===== src/rtl/pair_issue_pkg.sv =====
package pair_issue_pkg;

   // Instruction class produced by the word classifier
   typedef enum logic [2:0] {
      CLS_NOP    = 3'd0,
      CLS_ALU    = 3'd1,
      CLS_BRANCH = 3'd2,
      CLS_JUMP   = 3'd3,
      CLS_MEM    = 3'd4,
      CLS_BAD    = 3'd5
   } ins_class_e;

   // Fault code; numeric values are visible on the fault port
   typedef enum logic [1:0] {
      FLT_NONE     = 2'd0,
      FLT_MISALIGN = 2'd1,
      FLT_UNKNOWN  = 2'd2,
      FLT_PAIRING  = 2'd3
   } fault_e;

   // Class is allowed in the ALU/branch slot
   function automatic logic fits_slot0(input ins_class_e c);
      return (c == CLS_NOP) || (c == CLS_ALU) || (c == CLS_BRANCH) || (c == CLS_JUMP);
   endfunction

   // Class is allowed in the load/store slot
   function automatic logic fits_slot1(input ins_class_e c);
      return (c == CLS_NOP) || (c == CLS_MEM);
   endfunction

endpackage


===== src/rtl/pi_word_classify.sv =====
module pi_word_classify
   import pair_issue_pkg::*;
#(
   parameter int INS_W = 32,
   parameter int OPC_W = 6
) (
   input  logic [INS_W-1:0] word_i,
   output ins_class_e       cls_o
);

   localparam int IMM_W = INS_W - OPC_W;

   logic [OPC_W-1:0] opc;
   logic             is_zero;

   assign opc     = word_i[INS_W-1 -: OPC_W];
   assign is_zero = (word_i == '0);

   always_comb begin
      cls_o = CLS_BAD;
      if (is_zero) begin
         cls_o = CLS_NOP;
      end else begin
         unique casez (opc)
            6'b000000: cls_o = CLS_ALU;     // register form
            6'b001???: cls_o = CLS_ALU;     // immediate forms
            6'b000010: cls_o = CLS_JUMP;
            6'b00010?: cls_o = CLS_BRANCH;
            6'b100???: cls_o = CLS_MEM;     // loads
            6'b101???: cls_o = CLS_MEM;     // stores
            default:   cls_o = CLS_BAD;
         endcase
      end
   end

   if (IMM_W < 1) begin : g_bad_width
      $error("pi_word_classify: opcode field leaves no operand bits");
   end

endmodule


===== src/rtl/pi_pair_check.sv =====
module pi_pair_check
   import pair_issue_pkg::*;
#(
   parameter int ALIGN_W = 3
) (
   input  logic [ALIGN_W-1:0] pc_low_i,
   input  ins_class_e         cls0_i,
   input  ins_class_e         cls1_i,
   output fault_e             fault_o,
   output logic               iss0_o,
   output logic               iss1_o
);

   logic misaligned;
   logic undefined;
   logic misplaced;

   assign misaligned = (pc_low_i != '0);
   assign undefined  = (cls0_i == CLS_BAD) || (cls1_i == CLS_BAD);
   assign misplaced  = !fits_slot0(cls0_i) || !fits_slot1(cls1_i);

   // Fixed priority: address, then opcode, then slot role
   always_comb begin
      if (misaligned)     fault_o = FLT_MISALIGN;
      else if (undefined) fault_o = FLT_UNKNOWN;
      else if (misplaced) fault_o = FLT_PAIRING;
      else                fault_o = FLT_NONE;
   end

   assign iss0_o = (fault_o == FLT_NONE) && (cls0_i != CLS_NOP);
   assign iss1_o = (fault_o == FLT_NONE) && (cls1_i != CLS_NOP);

endmodule


===== src/rtl/pi_next_pc.sv =====
module pi_next_pc
   import pair_issue_pkg::*;
#(
   parameter int PC_W     = 32,
   parameter int IMM_W    = 26,
   parameter int ALIGN_W  = 3
) (
   input  logic [PC_W-1:0]  pc_i,
   input  logic [IMM_W-1:0] imm0_i,
   input  ins_class_e       cls0_i,
   input  fault_e           fault_i,
   output logic [PC_W-1:0]  npc_o
);

   localparam int KEEP_W = PC_W - IMM_W - 2;
   localparam int STEP   = 1 << ALIGN_W;

   logic [PC_W-1:0] seq_pc;
   logic [PC_W-1:0] jmp_pc;

   assign seq_pc = pc_i + PC_W'(STEP);

   always_comb begin
      jmp_pc = {pc_i[PC_W-1 -: KEEP_W], imm0_i, 2'b00};
      jmp_pc[ALIGN_W-1:0] = '0;
   end

   always_comb begin
      if (fault_i != FLT_NONE)     npc_o = pc_i;
      else if (cls0_i == CLS_JUMP) npc_o = jmp_pc;
      else                         npc_o = seq_pc;
   end

   if (KEEP_W < 1) begin : g_bad_pc
      $error("pi_next_pc: PC too narrow for the jump region");
   end

endmodule


===== src/rtl/pair_issue_unit.sv =====
module pair_issue_unit
   import pair_issue_pkg::*;
#(
   parameter int              PC_W      = 32,
   parameter int              INS_W     = 32,
   parameter int              OPC_W     = 6,
   parameter logic [PC_W-1:0] RESET_PC  = '0,
   parameter bit              SLOT0_LOW = 1'b1
) (
   input  logic               clk_i,
   input  logic               rst_ni,
   input  logic               fetch_vld_i,
   input  logic [PC_W-1:0]    fetch_pc_i,
   input  logic [2*INS_W-1:0] fetch_bundle_i,
   output logic               alu_vld_o,
   output logic [INS_W-1:0]   alu_ins_o,
   output logic               mem_vld_o,
   output logic [INS_W-1:0]   mem_ins_o,
   output logic [1:0]         fault_o,
   output logic [PC_W-1:0]    next_pc_o
);

   localparam int BUNDLE_W = 2 * INS_W;
   localparam int ALIGN_W  = $clog2(BUNDLE_W / 8);
   localparam int IMM_W    = INS_W - OPC_W;

   if (OPC_W != 6) begin : g_chk_opc
      $error("pair_issue_unit: classifier is written for a 6-bit opcode");
   end
   if (INS_W % 8 != 0) begin : g_chk_ins
      $error("pair_issue_unit: instruction width must be whole bytes");
   end
   if (PC_W < IMM_W + 3) begin : g_chk_pc
      $error("pair_issue_unit: PC narrower than jump target");
   end

   logic [INS_W-1:0] w0, w1;
   ins_class_e       cls0, cls1;
   fault_e           flt;
   logic             iss0, iss1;
   logic [PC_W-1:0]  npc;

   // Word order within the bundle
   if (SLOT0_LOW) begin : g_low_first
      assign w0 = fetch_bundle_i[INS_W-1:0];
      assign w1 = fetch_bundle_i[BUNDLE_W-1:INS_W];
   end else begin : g_high_first
      assign w0 = fetch_bundle_i[BUNDLE_W-1:INS_W];
      assign w1 = fetch_bundle_i[INS_W-1:0];
   end

   pi_word_classify #(.INS_W(INS_W), .OPC_W(OPC_W)) u_cls0 (.word_i(w0), .cls_o(cls0));
   pi_word_classify #(.INS_W(INS_W), .OPC_W(OPC_W)) u_cls1 (.word_i(w1), .cls_o(cls1));

   pi_pair_check #(.ALIGN_W(ALIGN_W)) u_pair (
      .pc_low_i (fetch_pc_i[ALIGN_W-1:0]),
      .cls0_i   (cls0),
      .cls1_i   (cls1),
      .fault_o  (flt),
      .iss0_o   (iss0),
      .iss1_o   (iss1)
   );

   pi_next_pc #(.PC_W(PC_W), .IMM_W(IMM_W), .ALIGN_W(ALIGN_W)) u_npc (
      .pc_i    (fetch_pc_i),
      .imm0_i  (w0[IMM_W-1:0]),
      .cls0_i  (cls0),
      .fault_i (flt),
      .npc_o   (npc)
   );

   // Issue register
   always_ff @(posedge clk_i or negedge rst_ni) begin
      if (!rst_ni) begin
         alu_vld_o <= 1'b0;
         alu_ins_o <= '0;
         mem_vld_o <= 1'b0;
         mem_ins_o <= '0;
         fault_o   <= FLT_NONE;
         next_pc_o <= RESET_PC;
      end else if (fetch_vld_i) begin
         alu_vld_o <= iss0;
         alu_ins_o <= iss0 ? w0 : '0;
         mem_vld_o <= iss1;
         mem_ins_o <= iss1 ? w1 : '0;
         fault_o   <= flt;
         next_pc_o <= npc;
      end else begin
         alu_vld_o <= 1'b0;
         alu_ins_o <= '0;
         mem_vld_o <= 1'b0;
         mem_ins_o <= '0;
         fault_o   <= FLT_NONE;
      end
   end


   fault_quiets_slots_chk: assert property (@(posedge clk_i) disable iff (!rst_ni)
      (fault_o != 2'd0) |-> (!alu_vld_o && !mem_vld_o));


   mem_pipe_class_chk: assert property (@(posedge clk_i) disable iff (!rst_ni)
      mem_vld_o |-> (mem_ins_o[INS_W-1 -: 2] == 2'b10));


   alu_pipe_class_chk: assert property (@(posedge clk_i) disable iff (!rst_ni)
      alu_vld_o |-> (alu_ins_o[INS_W-1 -: 2] == 2'b00));


   idle_hold_chk: assert property (@(posedge clk_i) disable iff (!rst_ni)
      !fetch_vld_i |=> (!alu_vld_o && !mem_vld_o && fault_o == 2'd0 && $stable(next_pc_o)));


   aligned_next_chk: assert property (@(posedge clk_i) disable iff (!rst_ni)
      (fetch_vld_i && fetch_pc_i[ALIGN_W-1:0] == '0) |=> (next_pc_o[ALIGN_W-1:0] == '0));


   misalign_hold_chk: assert property (@(posedge clk_i) disable iff (!rst_ni)
      (fetch_vld_i && fetch_pc_i[ALIGN_W-1:0] != '0) |=>
      (fault_o == 2'd1 && next_pc_o == $past(fetch_pc_i)));

endmodule


===== config.mk =====
export PLATFORM = sky130hd
export DESIGN_NAME = pair_issue_unit
export DESIGN_NICKNAME = d
export VERILOG_FILES = /design/src/rtl/pair_issue_pkg.sv /design/src/rtl/pi_word_classify.sv /design/src/rtl/pi_pair_check.sv /design/src/rtl/pi_next_pc.sv /design/src/rtl/pair_issue_unit.sv
export SDC_FILE = /design/constraint.sdc
export NUM_CORES = 1
export LEC_CHECK = 0
export ABC_AREA = 1
export BUFFER_PORTS_ARGS = -buffer_cell sky130_fd_sc_hd__buf_4
export CAP_MARGIN = 0
export CORE_MARGIN = 4
export CORE_UTILIZATION = 45
export CTS_CLUSTER_DIAMETER = 30
export DETAILED_ROUTE_END_ITERATION = 7
export PLACE_DENSITY_LB_ADDON = 0.12
export SLEW_MARGIN = 25
export SYNTH_ARGS = -nofsm -noshare
export SYNTH_HDL_FRONTEND = slang
export SYNTH_SLANG_ARGS = --single-unit
export TNS_END_PERCENT = 1

===== constraint.sdc =====
create_clock -name clk_i -period 0.8 [get_ports clk_i]
set_input_delay 0.08 -clock clk_i [delete_from_list [all_inputs] [get_ports clk_i]]
set_output_delay 0.08 -clock clk_i [all_outputs]
set_load 0.03 [all_outputs]

## Word-level counts from Yosys, hierarchy flattened

Index checks and enable logic that the tools add are counted.

| word-level totals | value |
|---|---|
| bits in registers | 100 |
| output and inout bits | 100 |

| operators by class | value |
|---|---|
| add/sub/neg operators | 1 |
| equality and inequality tests | 16 |
| mux-type cells | 16 |
| reduce and logical (&&, ||, !) cells | 25 |

Operators by type and width:

| kind | count |
|---|---|
| $mux 32 | 6 |
| $logic_not 32->1 | 2 |
| $add 32x4->32 const B | 1 |
| $pmux 3 s4 | 2 |
| $eq 3x3->1 const B | 7 |
| $eq 6x2->1 const B | 2 |
| $logic_not 6->1 | 2 |
| $eq 5x2->1 const B | 2 |
| $eq 3x1->1 const B | 3 |
| $reduce_bool 3->1 | 3 |
| $mux 2 | 4 |
| $reduce_or 2->1 | 4 |
| $eq 3x2->1 const B | 2 |
| $logic_not 3->1 | 2 |
| $logic_or 1x1->1 | 6 |
| $mux 3 | 2 |
| $logic_and 1x1->1 | 2 |
| $logic_not 1->1 | 2 |
| $logic_not 2->1 | 1 |
| $mux 1 | 2 |
| $reduce_bool 2->1 | 1 |

## Logic depth before layout (Yosys ltp)

| depth | value |
|---|---|
| word-level depth | 17 |
| depth in mapped cells | 14 |

## Hierarchy

A second synthesis with hierarchy kept.

| unflattened totals | value |
|---|---|
| cell total of the unflattened synthesis | 734 |
| area total of the unflattened synthesis | 5368.9 um^2 |

By module, submodules not included:

| module | instances | cells each | area each (um^2) | seq. area each (um^2) |
|---|---|---|---|---|
| pair_issue_unit | 1 | 346 | 3515.9 | 2502.4 |
| pi_next_pc | 1 | 286 | 1411.4 | 0.0 |
| pi_word_classify | 2 | 41 | 170.2 | 0.0 |
| pi_pair_check | 1 | 20 | 101.3 | 0.0 |

## Worst setup path before layout

Ideal clock, no wire load.

| path | value |
|---|---|
| path type | input to register |
| start | input port fetch_pc_i[3] |
| end | register next_pc_o[31] |
| data arrival time | 1229 ps |
| data required time | 683 ps |
| setup slack | -547 ps |
| stages | 14 |
| path buffers | 0 |
| cell sequence | ha_1 > inv_1 > nor2_1 > inv_1 > nor2_1 > nand2_1 > nand2_1 > nand2_1 > nand2_1 > nand2_1 > nand2_1 > nand2_1 > nand2_1 > nand2_1 |

| on the way | value |
|---|---|
| word-level cells in the longest chain between the ends | 3 |

RTL lines:

| what | RTL line | RTL |
|---|---|---|
| start: declaration | pair_issue_unit.sv:13 | `input logic [PC_W-1:0] fetch_pc_i,` |
| $add 32x4->32 | pi_next_pc.sv:21 | `assign seq_pc = pc_i + PC_W'(STEP);` |
| $mux 32 | pi_next_pc.sv:30 | `else if (cls0_i == CLS_JUMP) npc_o = jmp_pc;` |
| $mux 32 | pi_next_pc.sv:29 | `if (fault_i != FLT_NONE) npc_o = pc_i;` |
| end signal: assignment | pair_issue_unit.sv:87 | `next_pc_o <= npc;` |
| end: declaration | pair_issue_unit.sv:20 | `output logic [PC_W-1:0] next_pc_o` |

No other way between the ends.
A chain may end at the register's enable or synchronous reset.

## Worst setup path after layout

| path | value |
|---|---|
| start | input port fetch_bundle_i[55] |
| end | register mem_ins_o[3] |

| on the way | value |
|---|---|
| word-level cells in the longest chain between the ends | 13 |
| elaborated cells on any way between the ends | 17 |

RTL lines:

| what | RTL line | RTL |
|---|---|---|
| start: declaration | pair_issue_unit.sv:14 | `input logic [2*INS_W-1:0] fetch_bundle_i,` |
| $logic_not 32->1 * | pi_word_classify.sv:17 | `assign is_zero = (word_i == '0);` |
| $mux 3 * | pi_word_classify.sv:21 | `if (is_zero) begin` |
| $eq 3x3->1 or $logic_not 3->1 (tied branches) | pair_issue_pkg.sv:28 | `return (c == CLS_NOP) \|\| (c == CLS_MEM);` |
| $logic_or 1x1->1 | pair_issue_pkg.sv:28 |  |
| $logic_not 1->1 | pi_pair_check.sv:20 | `assign misplaced = !fits_slot0(cls0_i) \|\| !fits_slot1(cls1_i);` |
| $logic_or 1x1->1 | pi_pair_check.sv:20 |  |
| $mux 2 | pi_pair_check.sv:26 | `else if (misplaced) fault_o = FLT_PAIRING;` |
| $mux 2 | pi_pair_check.sv:25 | `else if (undefined) fault_o = FLT_UNKNOWN;` |
| $mux 2 | pi_pair_check.sv:24 | `if (misaligned) fault_o = FLT_MISALIGN;` |
| $logic_not 2->1 | pi_pair_check.sv:31 | `assign iss1_o = (fault_o == FLT_NONE) && (cls1_i != CLS_NOP);` |
| $logic_and 1x1->1 * | pi_pair_check.sv:31 |  |
| $mux 32 * | pair_issue_unit.sv:85 | `mem_ins_o <= iss1 ? w1 : '0;` |
| $mux 32 * | pair_issue_unit.sv:81 | `end else if (fetch_vld_i) begin` |
| end signal: assignment | pair_issue_unit.sv:85 |  |
| end: declaration | pair_issue_unit.sv:18 | `output logic [INS_W-1:0] mem_ins_o,` |

Every way passes the cells marked *; elsewhere a longest branch is shown, timed or not.

==> reports/results.tsv <==
stage	metric	value	unit
power	overall power	13.0	mW
final_layout	Syn-to-layout area delta	72.5	%
sta	Final WS setup	-517	ps
sta	final hold vios	0	
sta	Final Setup Violations	194	
synthesis	post-synth cell types	32	
drt	Post-DRT Antenna Nets	0	
drt	DR WL/cell	19.1	um
setup_path	Top cell by count, worst path	nor2_2	
clocking	Num CTS Buffers	9	
clocking	total clock sinks	100	
placement	worst slack, placed	-831	ps
final_layout	final core occ	0.808	
die	die span in y	118	um
drt	vias per cell	5.36	
flow_run	Max Cap Violations	0	
placement	detailed placement HPWL	15.1	mm
setup_path	Worst setup EP type	flip-flop	
final_layout	Ant. Diodes	0	
setup_path	worst setup path category	in -> reg	
setup_path	CP Buf/Inv Count	4	
synthesis	Post-Syn Area	5460	um2
die	full die area	14000	um2
sta	RSZ-0062 raised after global routing	yes	
setup_path	CP arrival	1610	ps
sta	Tmin final	1320	ps
die	IO Pins	199	
final_layout	Layout fillers	738	
drt	WL final	23.6	mm
clocking	clk buf depth	2	
placement	Port Buffers	198	
setup_path	Critical path origin	fetch_bundle_i[55]	
global_route	largest net degree at the start of global routing	49	
setup_path	Crit path depth	12	
synthesis	#FFs+latches synth	100	
synthesis	Syn Area/Cell	7.43	um2
hold_path	Hold Path Class	in -> reg	
global_route	vias in the first global route	6580	
clocking	clk_lat worst skew	350	ps
clocking	clock root cell	clkbuf_16	
status	failing checks	setup timing	
sta	max-slew violation count	0	
die	Die X	118	um
setup_path	slowest CP cell	o21bai_4	
clocking	H-tree depth	3	
synthesis	synthesized instance count	735	
synthesis	register area share after synthesis	0.458	
setup_path	CP cell instances	buf_4, nor2_2, nand2_1, nor2_2, nand2_2, o21bai_4, buf_6, nand4_4, nor2_4, inv_4, buf_12, nor2_2	
synthesis	main flop type after synthesis	dfrtp_1	
die	Initial Utilization	0.468	
setup_path	R2R Path End	next_pc_o[24]	
setup_path	worst reg-to-reg path cell count	2	
global_route	Overflow after GRT	0	
placement	gpl congestion	0.985	
sta	Peak Freq	759	MHz
final_layout	fraction of layout cells with a size suffix above 1	0.426	
clocking	CTS tree	built	
drt	DR pass1 iterations	6	
drt	Initial DRC Count	584	
synthesis	Yosys warning total	0	
global_route	total track usage	0.309	
hold_path	Hold Crit Depth	4	
synthesis	EDFF count, synth	0	
final_layout	NumNets Final	1188	
power	Worst VDD drop	0.00110	V
global_route	antenna violations before repair	0	
power	PD cells	1380	nW/um2
setup_path	worst path required time	1090	ps
die	Core Area	11700	um2
power	Pleak	4.96	nW
synthesis	FFs w/ async S/R, synth	1.00	
drt	routed vias	6625	
clocking	Clock transition at path regs	80	ps
setup_path	register-to-register setup slack	60	ps
setup_path	Critical R2R Launch	next_pc_o[24]	
sta	Final Cycle Share	1.65	
drt	DRC errors left	0	
status	status	complete, but fails checks	
setup_path	CP startpoint kind	input port	
setup_path	Critical Path Sink	mem_ins_o[3]	
global_route	first-pass GRT wire length	34.4	mm
die	num rows	39	
sta	Clock Skew	0	ps
setup_path	critical-path maximum fanout	10	
setup_path	Top delay family on crit path	simple AND/OR/NAND/NOR gates	
setup_path	Largest stage delay, worst path	200	ps
-- metal layers --
| layer | vias up | global-route usage | wire, um |
|---|---|---|---|
| met5 | - | 0 | 0 |
| met4 | 0 | 0.125 | 1170 |
| met3 | 91 | 0.0544 | 1860 |
| met2 | 423 | 0.546 | 11900 |
| met1 | 3133 | 0.375 | 8630 |
| li1 | 2978 | - | - |
-- tightest hold or removal path, delay by kind of cell --
kind          cells  cell delay (ps)
buf+inv           3              280
simple gates      1               40
-- logic make-up (layout without fill, tap and decap cells) --
kind of cell | count (synthesis) | in the layout | synth area share
buf+inv | 120 | 476 | 0.0914
other cells | 1 | 3 | 0.000687
simple gates | 468 | 468 | 0.400
compound gates | 45 | 45 | 0.0470
flops | 100 | 100 | 0.458
fa+ha+maj | 1 | 1 | 0.00229
-- timing repair --
item | CTS | global route
buffers inserted | 3 | 2
cloned | 1 | 1
resized for setup | 132 | 42
pin swaps | 9 | 14
setup endpoints to repair | 194 | 194
endpoints found under the hold margin | 129 | 0
hold buffers | 30 | 0
-- cell usage in the layout, fill, tap and decap left out, drive strengths merged --
master	Yosys	final
a21oi	5	5
a41oi	1	1
buf	10	334
bufinv	0	1
clkbuf	15	10
clkinv	1	2
clkinvlp	0	3
conb	1	3
dfrtp	100	100
dlygate4sd3	0	30
ha	1	1
inv	94	96
nand2	259	259
nand3	56	56
nand3b	1	1
nand4	13	13
nor2	104	104
nor3	26	26
nor3b	7	7
nor4	2	2
o211ai	1	1
o21ai	37	37
o21bai	1	1
-- stage by stage --
stage	setup TNS, ps	area [um2]	cells	hold WS [ps]
finish	-56060	9420	1236	72.8
global route	-64400	9420	1236	69.6
CTS	-42410	9240	1233	44.6
detailed placement	-68290	8080	1183	-49.0
global placement	-67610	8080	1183	-50.3
floorplan	-40670	5490	737	-216
-- cells in the mapped netlist (6+ instances only) --
master / n / area, um2
nand2_1: 258 / 968
dfrtp_1: 100 / 2500
inv_1: 93 / 349
nor2_1: 74 / 278
nand3_1: 55 / 275
o21ai_0: 36 / 180
nor2_2: 30 / 188
nor3_2: 24 / 240
clkbuf_1: 15 / 56.3
nand4_1: 12 / 75.1
nor3b_2: 6 / 75.1
-- cell type report --
class                      count  area (um2)  share of cell area
tap                          143         179              0.0190
clock inverter                 7        92.6             0.00983
inverter                      95         368              0.0391
multi-input combinational    517        2680               0.285
clock buffer                   9         225              0.0239
sequential                   100        2500               0.266
timing repair buffer         365        3370               0.358
-- worst min-delay path by stage --
stage | start | to
after detailed placement | rst_ni | mem_ins_o[12]
after global routing | fetch_bundle_i[8] | alu_ins_o[8]
after floorplan | rst_ni | alu_ins_o[0]
final | fetch_bundle_i[8] | alu_ins_o[8]
after global placement | rst_ni | mem_ins_o[13]
after CTS | fetch_vld_i | mem_ins_o[31]
-- state kept, by name, summed over array words and instances (netlist names) --
name       flops
mem_ins_o     32
alu_ins_o     32
alu_vld_o      1
fault_o        2
mem_vld_o      1
next_pc_o     32
-- power breakdown --
part           internal (mW)  switching, mW  leakage, nW
clock                   2.51           2.26        0.149
combinational           1.34           1.56         3.48
sequential              5.21          0.135         1.33
total                   9.06           3.96         4.96
No activity file was read; power rests on OpenSTA's default activity.
